$ cat src/rtl/swi_pkg.sv
package swi_pkg;
   typedef enum logic [3:0] {
      ST_IDLE, ST_OP, ST_PAD, ST_PCH, ST_PCL, ST_PSW, ST_VL, ST_VH, ST_FIN
   } step_t;

   function automatic logic step_writes(step_t s);
      return (s == ST_PCH) || (s == ST_PCL) || (s == ST_PSW);
   endfunction

   function automatic logic step_on_bus(step_t s);
      return (s != ST_IDLE) && (s != ST_FIN);
   endfunction
endpackage

$ cat src/rtl/swi_step_fsm.sv
module swi_step_fsm
   import swi_pkg::*;
(
   input  logic  clk,
   input  logic  rst,
   input  logic  start,
   input  logic  rdy,
   output step_t step,
   output logic  adv,
   output logic  launch
);
   step_t nxt;

   // a cycle completes when it is a write, or a read with ready
   assign adv    = step_on_bus(step) && (step_writes(step) || rdy);
   assign launch = (step == ST_IDLE) && start;

   always_comb begin
      nxt = step;
      unique case (step)
         ST_IDLE: if (start) nxt = ST_OP;
         ST_OP:   if (adv)   nxt = ST_PAD;
         ST_PAD:  if (adv)   nxt = ST_PCH;
         ST_PCH:             nxt = ST_PCL;
         ST_PCL:             nxt = ST_PSW;
         ST_PSW:             nxt = ST_VL;
         ST_VL:   if (adv)   nxt = ST_VH;
         ST_VH:   if (adv)   nxt = ST_FIN;
         ST_FIN:             nxt = ST_IDLE;
         default:            nxt = ST_IDLE;
      endcase
   end

   always_ff @(posedge clk) begin
      if (rst) step <= ST_IDLE;
      else     step <= nxt;
   end
endmodule

$ cat src/rtl/swi_ctx.sv
module swi_ctx
   import swi_pkg::*;
#(
   parameter int ADDR_W = 16,
   parameter int DATA_W = 8,
   parameter int I_BIT  = 2
) (
   input  logic              clk,
   input  logic              rst,
   input  logic              launch,
   input  step_t             step,
   input  logic              adv,
   input  logic [ADDR_W-1:0] pc_in,
   input  logic [DATA_W-1:0] sp_in,
   input  logic [DATA_W-1:0] p_in,
   input  logic [DATA_W-1:0] rdata,
   output logic [ADDR_W-1:0] pc_r,
   output logic [DATA_W-1:0] sp_r,
   output logic [DATA_W-1:0] p_r,
   output logic [ADDR_W-1:0] vec
);
   localparam logic [DATA_W-1:0] ONE    = DATA_W'(1);
   localparam logic [DATA_W-1:0] I_MASK = DATA_W'(1) << I_BIT;

   logic [DATA_W-1:0] vlo, vhi;

   always_ff @(posedge clk) begin
      if (rst) begin
         pc_r <= '0;
         sp_r <= '0;
         p_r  <= '0;
         vlo  <= '0;
         vhi  <= '0;
      end else begin
         if (launch) begin
            pc_r <= pc_in;
            sp_r <= sp_in;
            p_r  <= p_in;
         end
         if (adv && step_writes(step)) sp_r <= sp_r - ONE;
         if (adv && step == ST_PSW)    p_r  <= p_r | I_MASK;
         if (adv && step == ST_VL)     vlo  <= rdata;
         if (adv && step == ST_VH)     vhi  <= rdata;
      end
   end

   assign vec = {vhi, vlo};
endmodule

$ cat src/rtl/swi_bus_mux.sv
module swi_bus_mux
   import swi_pkg::*;
#(
   parameter int                  ADDR_W     = 16,
   parameter int                  DATA_W     = 8,
   parameter logic [ADDR_W-1:0]   STACK_BASE = 16'h0100,
   parameter logic [ADDR_W-1:0]   VEC_ADDR   = 16'hFFFE,
   parameter int                  PC_INC     = 2,
   parameter int                  B_BIT      = 4
) (
   input  step_t             step,
   input  logic [ADDR_W-1:0] pc_r,
   input  logic [DATA_W-1:0] sp_r,
   input  logic [DATA_W-1:0] p_r,
   output logic              bus_en,
   output logic              rw,
   output logic [ADDR_W-1:0] addr,
   output logic [DATA_W-1:0] wdata,
   output logic              sync
);
   localparam logic [DATA_W-1:0] B_MASK = DATA_W'(1) << B_BIT;
   localparam logic [ADDR_W-1:0] INC    = ADDR_W'(PC_INC);

   logic [ADDR_W-1:0] ret_pc, stk_addr;

   assign ret_pc   = pc_r + INC;
   assign stk_addr = STACK_BASE + {{(ADDR_W-DATA_W){1'b0}}, sp_r};

   assign bus_en = step_on_bus(step);
   assign rw     = !step_writes(step);
   assign sync   = (step == ST_OP);

   always_comb begin
      addr  = '0;
      wdata = '0;
      unique case (step)
         ST_OP:  addr = pc_r;
         ST_PAD: addr = pc_r + ADDR_W'(1);
         ST_PCH: begin addr = stk_addr; wdata = ret_pc[ADDR_W-1:DATA_W]; end
         ST_PCL: begin addr = stk_addr; wdata = ret_pc[DATA_W-1:0];      end
         ST_PSW: begin addr = stk_addr; wdata = p_r | B_MASK;            end
         ST_VL:  addr = VEC_ADDR;
         ST_VH:  addr = VEC_ADDR + ADDR_W'(1);
         default: begin addr = '0; wdata = '0; end
      endcase
   end
endmodule

$ cat src/rtl/swi_bus_seq.sv
module swi_bus_seq
   import swi_pkg::*;
#(
   parameter int                ADDR_W     = 16,
   parameter int                DATA_W     = 8,
   parameter logic [ADDR_W-1:0] STACK_BASE = 16'h0100,
   parameter logic [ADDR_W-1:0] VEC_ADDR   = 16'hFFFE,
   parameter int                PC_INC     = 2,
   parameter int                B_BIT      = 4,
   parameter int                I_BIT      = 2
) (
   input  logic              clk,
   input  logic              rst,
   input  logic              start,
   input  logic [ADDR_W-1:0] pc_in,
   input  logic [DATA_W-1:0] sp_in,
   input  logic [DATA_W-1:0] p_in,
   input  logic [DATA_W-1:0] rdata,
   input  logic              rdy,
   output logic [ADDR_W-1:0] addr,
   output logic              rw,
   output logic [DATA_W-1:0] wdata,
   output logic              sync,
   output logic              bus_en,
   output logic              done,
   output logic [ADDR_W-1:0] pc_out,
   output logic [DATA_W-1:0] sp_out,
   output logic [DATA_W-1:0] p_out
);
   generate
      if (ADDR_W != 2 * DATA_W) begin : g_bad_width
         $error("address width must be twice the data width");
      end
      if (STACK_BASE[DATA_W-1:0] != '0) begin : g_bad_stack
         $error("stack base must be page aligned");
      end
      if (B_BIT >= DATA_W || I_BIT >= DATA_W || B_BIT == I_BIT) begin : g_bad_flag
         $error("flag bit positions out of range");
      end
   endgenerate

   step_t             step;
   logic              adv, launch;
   logic [ADDR_W-1:0] pc_r;
   logic [DATA_W-1:0] sp_r, p_r;

   swi_step_fsm u_fsm (
      .clk(clk), .rst(rst), .start(start), .rdy(rdy),
      .step(step), .adv(adv), .launch(launch)
   );

   swi_ctx #(.ADDR_W(ADDR_W), .DATA_W(DATA_W), .I_BIT(I_BIT)) u_ctx (
      .clk(clk), .rst(rst), .launch(launch), .step(step), .adv(adv),
      .pc_in(pc_in), .sp_in(sp_in), .p_in(p_in), .rdata(rdata),
      .pc_r(pc_r), .sp_r(sp_r), .p_r(p_r), .vec(pc_out)
   );

   swi_bus_mux #(
      .ADDR_W(ADDR_W), .DATA_W(DATA_W), .STACK_BASE(STACK_BASE),
      .VEC_ADDR(VEC_ADDR), .PC_INC(PC_INC), .B_BIT(B_BIT)
   ) u_bus (
      .step(step), .pc_r(pc_r), .sp_r(sp_r), .p_r(p_r),
      .bus_en(bus_en), .rw(rw), .addr(addr), .wdata(wdata), .sync(sync)
   );

   assign done   = (step == ST_FIN);
   assign sp_out = sp_r;
   assign p_out  = p_r;
endmodule

$ cat config.mk
export PLATFORM = sky130hd
export DESIGN_NAME = swi_bus_seq
export DESIGN_NICKNAME = d
export VERILOG_FILES = /design/src/rtl/swi_pkg.sv /design/src/rtl/swi_step_fsm.sv /design/src/rtl/swi_ctx.sv /design/src/rtl/swi_bus_mux.sv /design/src/rtl/swi_bus_seq.sv
export SDC_FILE = /design/constraint.sdc
export NUM_CORES = 1
export LEC_CHECK = 0
export CORE_UTILIZATION = 45
export DETAILED_ROUTE_END_ITERATION = 10
export GPL_TIMING_DRIVEN = 0
export PLACE_DENSITY = 0.81
export SYNTH_ARGS = -nofsm -noshare
export SYNTH_HDL_FRONTEND = slang
export SYNTH_SLANG_ARGS = --single-unit
$ cat constraint.sdc
create_clock -name clk -period 3.3 [get_ports clk]
set_clock_uncertainty 0.15 [all_clocks]
set_input_delay 0.66 -clock clk [delete_from_list [all_inputs] [get_ports clk]]
set_output_delay 0.66 -clock clk [all_outputs]
set_load 0.01 [all_outputs]
# ---- Word-level counts from Yosys, hierarchy flattened
# Cells that the tools add are included.
dict set report classes {
  add_sub_neg 4
  n_eq_ne 14
  mux 12
  n_bitwise 1
  n_reduce_logical 18
}
# operator count
set ops {}
lappend ops {{case mux 16 bit (5 select lines)} 1}
lappend ops {{case mux 4 bit (8 select lines)} 1}
lappend ops {{case mux 8 bit (3 select lines)} 1}
lappend ops {{2-to-1 mux 4 bit} 5}
lappend ops {{adder 16 x 1 -> 16 bit, second input constant} 1}
lappend ops {{adder 16 x 2 -> 16 bit, second input constant} 1}
lappend ops {{== test 4 x 3 -> 1 bit, second input constant} 4}
lappend ops {{2-to-1 mux 8 bit} 2}
lappend ops {{adder 9 x 8 -> 10 bit, first input constant} 1}
lappend ops {{== test 4 x 2 -> 1 bit, second input constant} 2}
lappend ops {{!= test 2 bit, second input constant} 4}
lappend ops {{subtractor 8 x 1 -> 8 bit, second input constant} 1}
lappend ops {{logical AND 1 bit} 7}
lappend ops {{2-to-1 mux 3 bit} 2}
lappend ops {{AND reduction 5 bit} 1}
lappend ops {{== test 4 x 1 -> 1 bit, second input constant} 1}
lappend ops {{== test 4 bit, second input constant} 1}
lappend ops {{logical NOT 4 bit} 1}
lappend ops {{!= test 4 bit, second input constant} 1}
lappend ops {{nonzero test 2 bit} 2}
lappend ops {{nonzero test 4 bit} 1}
lappend ops {{logical OR 1 bit} 3}
lappend ops {{OR reduction 3 bit} 1}
lappend ops {{!= test 2 x 1 -> 1 bit, second input constant} 1}
lappend ops {{3 further kinds} 3}
dict set report word_totals {
  reg_bits 52
  in_bits 44
  out_inout_bits 60
  elab_cells 56
}

# ---- Longest topological paths before layout
# Gate-level depths: netlist of run 1.
dict set report depth {
  depth_word 8
  mapped_depth 7
}

# ---- Hierarchy
# A second synthesis of run 1 with hierarchy kept.
dict set report unflattened {
  hier_cells 410
  hier_area_um2 3334.4
}
# mod n_inst cells_each area_per_inst_um2 seq_area_each_um2
set modules_own_cells {}
lappend modules_own_cells {swi_ctx 1 207 1980.6 960.9}
lappend modules_own_cells {swi_bus_mux 1 176 1108.6 0.0}
lappend modules_own_cells {swi_step_fsm 1 26 230.2 80.1}
lappend modules_own_cells {swi_bus_seq 1 1 15.0 0.0}

# ---- Least setup slack after synthesis of run 1
# OpenSTA, ideal clock, no wires.
dict set report synth_timing {
  path_kind {reg2out}
  startpoint {register u_ctx.pc_r[2]}
  endpoint {output addr[15]}
  arrival_time_ns 1.912
  path_slack_ns 0.578
  stages_incl_launch_ff 6
  path_buffers 0
  path_cell_list {dfxtp_1 > ha_1 > and3_1 > nand4_1 > or2_2 > o311ai_0}
}
dict set report synth_via {
  elab_chain_cells 2
}
# element line
set synth_rtl {}
lappend synth_rtl {{start: declaration} swi_ctx.sv:17} ;# output logic [ADDR_W-1:0] pc_r,
lappend synth_rtl {{start signal: assignment} swi_ctx.sv:36} ;# pc_r <= pc_in;
lappend synth_rtl {{adder 16 x 1 -> 16 bit} swi_bus_mux.sv:38} ;# ST_PAD: addr = pc_r + ADDR_W'(1);
lappend synth_rtl {{case mux 16 bit (5 select lines)} swi_bus_mux.sv:36} ;# unique case (step)
lappend synth_rtl {{end: declaration} swi_bus_seq.sv:20} ;# output logic [ADDR_W-1:0] addr,
# Every way passes these cells.

# ---- Worst setup path after layout of run 1
dict set report layout_timing {
  startpoint {register u_fsm.step[3]}
  endpoint {output addr[7]}
}
dict set report layout_via {
  elab_chain_cells 3
  elab_cells_between_ends 9
}
# element line
set layout_rtl {}
lappend layout_rtl {{start: declaration} swi_step_fsm.sv:8} ;# output step_t step,
lappend layout_rtl {{start signal: assignment} swi_step_fsm.sv:36} ;# else step <= nxt;
lappend layout_rtl {{== test 4 x 3 -> 1 bit or == test 4 x 2 -> 1 bit (tied branches)} swi_bus_mux.sv:36}
lappend layout_rtl {{OR reduction 3 bit (no source line)} n/a}
lappend layout_rtl {{case mux 16 bit (5 select lines) (*)} swi_bus_mux.sv:36}
# Every way passes the cells marked *; elsewhere a longest branch is shown, timed or not.

==> results of run 1 <==
==> cells in the mapped netlist, types with 3 or more instances <==
master | instances | share of area
sky130_fd_sc_hd__o221ai_1 | 4 | 0.012
sky130_fd_sc_hd__dfxtp_1 | 52 | 0.35
sky130_fd_sc_hd__o21ai_0 | 13 | 0.022
sky130_fd_sc_hd__and3_1 | 6 | 0.013
sky130_fd_sc_hd__nand2_1 | 73 | 0.093
sky130_fd_sc_hd__a31oi_1 | 5 | 0.011
sky130_fd_sc_hd__buf_2 | 14 | 0.024
sky130_fd_sc_hd__a21oi_1 | 36 | 0.061
sky130_fd_sc_hd__xnor2_1 | 6 | 0.018
sky130_fd_sc_hd__nand3_1 | 19 | 0.032
sky130_fd_sc_hd__mux2i_1 | 18 | 0.061
sky130_fd_sc_hd__or3_1 | 5 | 0.011
sky130_fd_sc_hd__o311ai_0 | 12 | 0.036
sky130_fd_sc_hd__clkbuf_1 | 14 | 0.018
sky130_fd_sc_hd__ha_1 | 3 | 0.013
sky130_fd_sc_hd__a221oi_1 | 4 | 0.012
sky130_fd_sc_hd__nor3_1 | 10 | 0.017
sky130_fd_sc_hd__o211ai_1 | 5 | 0.013
sky130_fd_sc_hd__inv_1 | 6 | 0.0076
sky130_fd_sc_hd__xor2_1 | 9 | 0.027
sky130_fd_sc_hd__nand2b_1 | 4 | 0.0085
sky130_fd_sc_hd__a22oi_1 | 3 | 0.0076
sky130_fd_sc_hd__nor2_1 | 43 | 0.055
==> worst reg2reg max path: cells and delay by family, from the launching register on <==
| kind | cells | cell delay (ns) |
|---|---|---|
| and+or+nand+nor | 3 | 0.46 |
| AOI/OAI and AO/OA | 1 | 0.14 |
| buffers and inverters | 3 | 0.93 |
| DFF | 1 | 0.34 |
==> kinds of logic (layout without fill, tap and decap cells) <==
group,count (synthesis),count (layout),share of synthesized area
simple gates,176,176,0.272
compound gates,91,91,0.200
flops,52,52,0.353
buf+inv,36,146,0.0531
mux,19,19,0.0650
xor+xnor,15,15,0.0446
fa+ha+maj,3,3,0.0127
==> layout make-up <==
type | count | area share
timing repair buffer | 103 | 0.245
sequential | 52 | 0.249
clock inverter | 2 | 0.00386
clock buffer | 5 | 0.0163
multi-input combinational | 304 | 0.425
tap | 77 | 0.0229
buffer | 30 | 0.0327
inverter | 6 | 0.00535
==> through the flow <==
step	std cells	utilization	setup slack, ns	area (sq um)	total power [mW]
2_1_floorplan	392	-	0.578	2950	0.907
3_3_place_gp	571	0.640	-0.0413	4060	1.08
3_5_place_dp	571	0.640	-0.0923	4060	1.09
4_1_cts	578	0.655	0.00946	4160	1.45
5_1_grt	579	0.663	-0.0155	4210	1.53
6_report	579	0.663	0.116	4210	1.46
==> what timing repair did <==
action | CTS | global route
gates resized for setup | 8 | 22
pin swaps | 0 | 1
setup endpoints to repair | 17 | 23
setup buffers | 0 | 1
==> worst min-delay path by stage <==
stage,from,cells past startpoint,endpoint
after detailed placement,u_ctx.p_r[4],2,u_ctx.p_r[4]
after floorplan,u_ctx.pc_r[15],2,u_ctx.pc_r[15]
after global placement,u_ctx.p_r[4],2,u_ctx.p_r[4]
final,u_ctx.p_r[4],2,u_ctx.p_r[4]
after global routing,u_ctx.p_r[4],2,u_ctx.p_r[4]
after CTS,u_ctx.p_r[4],2,u_ctx.p_r[4]
==> power breakdown <==
group	internal (mW)	leakage [nW]	switching [mW]
clock network	0.148	0.0406	0.224
registers	0.664	0.426	0.0441
logic	0.186	1.05	0.197
total	0.998	1.52	0.465
==> sequential cells by signal (all words and copies together) (netlist names) <==
register / cells
u_ctx.p_r: 8
u_ctx.pc_r: 16
u_ctx.sp_r: 8
u_ctx.vhi: 8
u_ctx.vlo: 8
u_fsm.step: 4
==> layer usage <==
metal	routed length, microns	global-route usage	share of wire
met2	4430	0.455	0.48
met3	808	0.0567	0.088
met4	164	0.0831	0.018
met1	3800	0.346	0.41
met5	0	0	0
==> results_dict.tcl, run 1 <==
set metrics [dict create \
    critical_path_origin "u_fsm.step[3]" \
    critPathTopFamily "buffers and inverters" \
    crit_path_max_fanout 10 \
    worst_r2r_startpoint "u_fsm.step[2]" \
    critical_path_depth 6 \
    grt_start_max_net_pins 17 \
    synthesis.area_per_instance_sq_um 7.52 \
    die_area_sq_um 6880 \
    ctsRootBufferMaster "sky130_fd_sc_hd__clkbuf_8" \
    final-setup-viol-count 0 \
    leading_cell_type_in_the_layout_fill_and_taps_excluded "sky130_fd_sc_hd__clkdlybuf4s50_1" \
    netlist_area_sq_um 2950 \
    tritoncts_clock_tree "built" \
    clk-insertion-delay-late_ns 0.31 \
    post-route-drc-count 0 \
    antenna_left 0 \
    worst_ir_drop_on_vdd_v 0.000203 \
    antenna_cells 0 \
    yosysSeqAreaShare 0.353 \
    finalWirelength_microns 9200 \
    hold-worst-slack_ns 0.317 \
    grt_util_all_layers 0.270 \
    worstPathCellList "nand2b_1, nor3_4, buf_2, a221oi_1, o21ai_0, clkdlybuf4s50_1" \
    die_width_microns 82.9 \
    floorplan.rows 29 \
    firstDrtPassIters 6 \
    p_per_area_nw_per_um2 347 \
    cp_data_arrival_time_ns 2.37 \
    design.core.area_sq_um 6350 \
    starting_density 0.464 \
    vias_per_cell 5.85 \
    port_buffer_cells 102 \
    yosys_warnings 0 \
    timing.critical_path.slowest_stage_cell "sky130_fd_sc_hd__clkdlybuf4s50_1" \
    n_fill_cell 548 \
    area.growth.synth_to_final_pct 43.0 \
    finalHoldViolations 0 \
    grt_pass1_vias 3200 \
    synth_enable_flop_cells 0 \
    antenna_found_initial 0 \
    timing.max_cap.violations 0 \
    globalplace.congestion 0.933 \
    synth_async_sr_flop_share 0 \
    timing.final.crit_period_ns 3.18 \
    vias 3387 \
    ff2ff_setup_slack_ns 1.22 \
    clk_pin_slew_ns 0.10 \
    synthesized_instance_count 392 \
    ys.flop_type "sky130_fd_sc_hd__dfxtp_1" \
    layout-drive-gt1-share 0.0876 \
    crit_path_end "addr[7]" \
    layout.area.seq_sq_um 1050 \
    ios 104 \
    max_slew.worst_pin.slew_ns 0.589 \
    drt_first_iter_violations 309 \
    die_y_microns 82.9 \
    period_share 0.965 \
    p_leak_nw 1.52 \
    critPathCaptureType "output pin" \
    timing.hold.worst.class "register to register" \
    cts_max_path_buffers 2 \
    dpl_wire_length_microns 6930 \
    h-tree-depth 2 \
    cts_made_buffers 5 \
    worstPathBufferInverterCount 2 \
    first_pass_grt_wire_length_microns 15400 \
    fmax_mhz 314 \
    multi_input_area_sq_um 1790 \
    slew_viol_final 0 \
    postSynthNetCount 439 \
    setup.worst_path.start_class "register" \
    totalNegativeSetupSlack_ns 0 \
    distinct_cell_type_count_after_synthesis 46 \
    most-common-layout-cells "sky130_fd_sc_hd__clkdlybuf4s50_1, sky130_fd_sc_hd__nand2_1, sky130_fd_sc_hd__dfxtp_1, sky130_fd_sc_hd__nor2_1, sky130_fd_sc_hd__a21oi_1" \
    crit_path_max_incr_delay_ns 0.59 \
    timing.max_slew.rel_slack 0.607 \
    nets 549 \
    post_drt_wl_per_cell_microns 15.9 \
    worst_reg2reg_endpoint "u_ctx.p_r[7]" \
    tritoncts_num_sinks 52 \
    total_congestion_overflow 0 \
    ff2ff_path_depth 7 \
    ys_ff_latch 52 \
    classification_of_the_worst_setup_path "register to output pin" \
    holdBufCountCts 0 \
    required_time_worst_endpoint_ns 2.49 \
    status "finished, final reports clean" \
]
No activity file was read; power rests on OpenSTA's default activity.
==> run 2, diff against run 1 <==
--- a/config.mk
+++ b/config.mk
@@ -5,10 +5,10 @@
 export SDC_FILE = /design/constraint.sdc
 export NUM_CORES = 1
 export LEC_CHECK = 0
-export CORE_UTILIZATION = 45
+export CORE_UTILIZATION = 49
 export DETAILED_ROUTE_END_ITERATION = 10
 export GPL_TIMING_DRIVEN = 0
-export PLACE_DENSITY = 0.81
+export PLACE_DENSITY = 0.87
 export SYNTH_ARGS = -nofsm -noshare
 export SYNTH_HDL_FRONTEND = slang
 export SYNTH_SLANG_ARGS = --single-unit
==> results_dict.tcl, run 2 (synthesis results as in run 1) <==
set metrics [dict create \
    most-common-layout-cells "sky130_fd_sc_hd__clkdlybuf4s50_1, sky130_fd_sc_hd__nand2_1, sky130_fd_sc_hd__dfxtp_1, sky130_fd_sc_hd__nor2_1, sky130_fd_sc_hd__a21oi_1" \
    totalNegativeSetupSlack_ns 0 \
    crit_path_max_incr_delay_ns 0.59 \
    classification_of_the_worst_setup_path "register to output pin" \
    power.share.combinational 0.244 \
    required_time_worst_endpoint_ns 2.49 \
    finalHoldViolations 0 \
    antenna_found_initial 0 \
    p_leak_nw 1.60 \
    tritoncts_clock_tree "built" \
    critPathCaptureType "output pin" \
    starting_density 0.522 \
    tritoncts_num_sinks 52 \
    power_internal_mw 1.08 \
    power.net_switching_uw 484 \
    timing.max_slew.rel_slack 0.612 \
    grt_start_max_net_pins 19 \
    max_slew.worst_pin.slew_ns 0.580 \
    worst_ir_drop_on_vdd_v 0.000247 \
    vias_per_cell 5.94 \
    final-setup-viol-count 0 \
    leading_cell_type_in_the_layout_fill_and_taps_excluded "sky130_fd_sc_hd__clkdlybuf4s50_1" \
    clk-insertion-delay-late_ns 0.31 \
    largest_reg_by_ff_count "u_ctx.pc_r" \
    ios 104 \
    slew_viol_final 0 \
    period_share 0.967 \
    die_area_sq_um 6330 \
    post_drt_wl_per_cell_microns 16.7 \
    vias 3403 \
    timing.max_cap.violations 0 \
    setup.worst_path.start_class "register" \
    post_cts_buffers 0 \
    die_width_microns 79.5 \
    drt_first_iter_violations 340 \
    firstDrtPassIters 5 \
    ctsRootBufferMaster "sky130_fd_sc_hd__clkbuf_8" \
    p_per_area_nw_per_um2 368 \
    design.core.area_sq_um 5640 \
    port_buffer_cells 102 \
    worstPathCellList "nand2b_1, nor3_4, buf_2, o21ai_0, o211ai_1, clkdlybuf4s50_1" \
    post-route-drc-count 0 \
    cts_max_path_buffers 2 \
    timing.critical_path.slowest_stage_cell "sky130_fd_sc_hd__clkdlybuf4s50_1" \
    antenna_left 0 \
    area.growth.synth_to_final_pct 44.4 \
    setup_slack_ns 0.110 \
    layout-drive-gt1-share 0.0898 \
    h-tree-depth 2 \
    floorplan.rows 27 \
    power_switching_share 0.309 \
    finalNonFillerCells 573 \
    antenna_cells 0 \
    timing.hold.worst.class "register to register" \
    die_y_microns 79.5 \
    pwr-share-seq 0.455 \
    pre_cts_slack_ns -0.0989 \
    clk_pin_slew_ns 0.10 \
    cp_data_arrival_time_ns 2.38 \
    dpl_wire_length_microns 7080 \
    cts_made_buffers 5 \
    largest_register_ff_count 16 \
    finalWirelength_microns 9580 \
    grt_pass1_vias 3210 \
    globalplace.congestion 0.916 \
    status "finished, final reports clean" \
    first_pass_grt_wire_length_microns 15700 \
    placed_cells_incl_taps 566 \
    total_congestion_overflow 0 \
    nets 547 \
    grt_util_all_layers 0.316 \
    crit_path_max_fanout 10 \
    timing.final.crit_period_ns 3.19 \
    power_frac_clock 0.301 \
    fmax_mhz 313 \
    holdBufCountCts 0 \
]
[run 2: per-stage QoR]
step                      hold WS (ns)  instance area, sq um  utilization  total power, mW
after CTS                        0.319                  4210        0.745             1.55
after global routing             0.343                  4260        0.754             1.64
after detailed placement         0.305                  4060        0.719             1.09
final                            0.321                  4260        0.754             1.57
after floorplan                  0.318                  2950            -            0.907
after global placement           0.297                  4060        0.719             1.08
[run 2: cell type report]
cell class | instances | area, sq um
multi-input cells | 304 | 1800
fillers | 420 | 1390
flip-flops and latches | 52 | 1050
repair buffers | 102 | 1030
plain buffers | 29 | 135
well taps | 72 | 90.1
clock buffers | 5 | 68.8
clock inverters | 3 | 50.0
inverters | 6 | 22.5
[run 2: power by group through the flow]
stage | Combinational (mW) | Sequential [mW] | Clock (mW)
floorplan | 0.192 | 0.715 | 0
global placement | 0.364 | 0.717 | 0
detailed placement | 0.370 | 0.719 | 0
CTS | 0.376 | 0.707 | 0.467
global route | 0.417 | 0.718 | 0.500
finish | 0.382 | 0.712 | 0.472
[run 2: metal layers]
metal  share of wire  track usage
met1            0.40        0.413
met2            0.48        0.529
met3           0.088       0.0537
met4           0.024       0.0945
met5               0            0
[run 2: path summary, 6_finish.rpt]
path	cells past startpoint	slack, ns	from	to
setup / recovery	6	0.11	u_fsm.step[3]	addr[2]
hold / removal	2	0.32	u_ctx.p_r[4]	u_ctx.p_r[4]
setup reg to reg	7	1.29	u_fsm.step[2]	u_ctx.sp_r[0]
hold reg to reg	2	0.32	u_ctx.p_r[4]	u_ctx.p_r[4]
[run 2: what timing repair did]
item / in CTS / in global routing
gates resized for setup: 11 / 24
pin swaps: 0 / 1
endpoints found under the setup margin: 19 / 20
[run 2: critical path, delay by kind of cell (launching register included)]
family	cells	cell delay, ns
flops	1	0.37
compound gates	2	0.27
buf+inv	2	0.87
simple gates	2	0.56
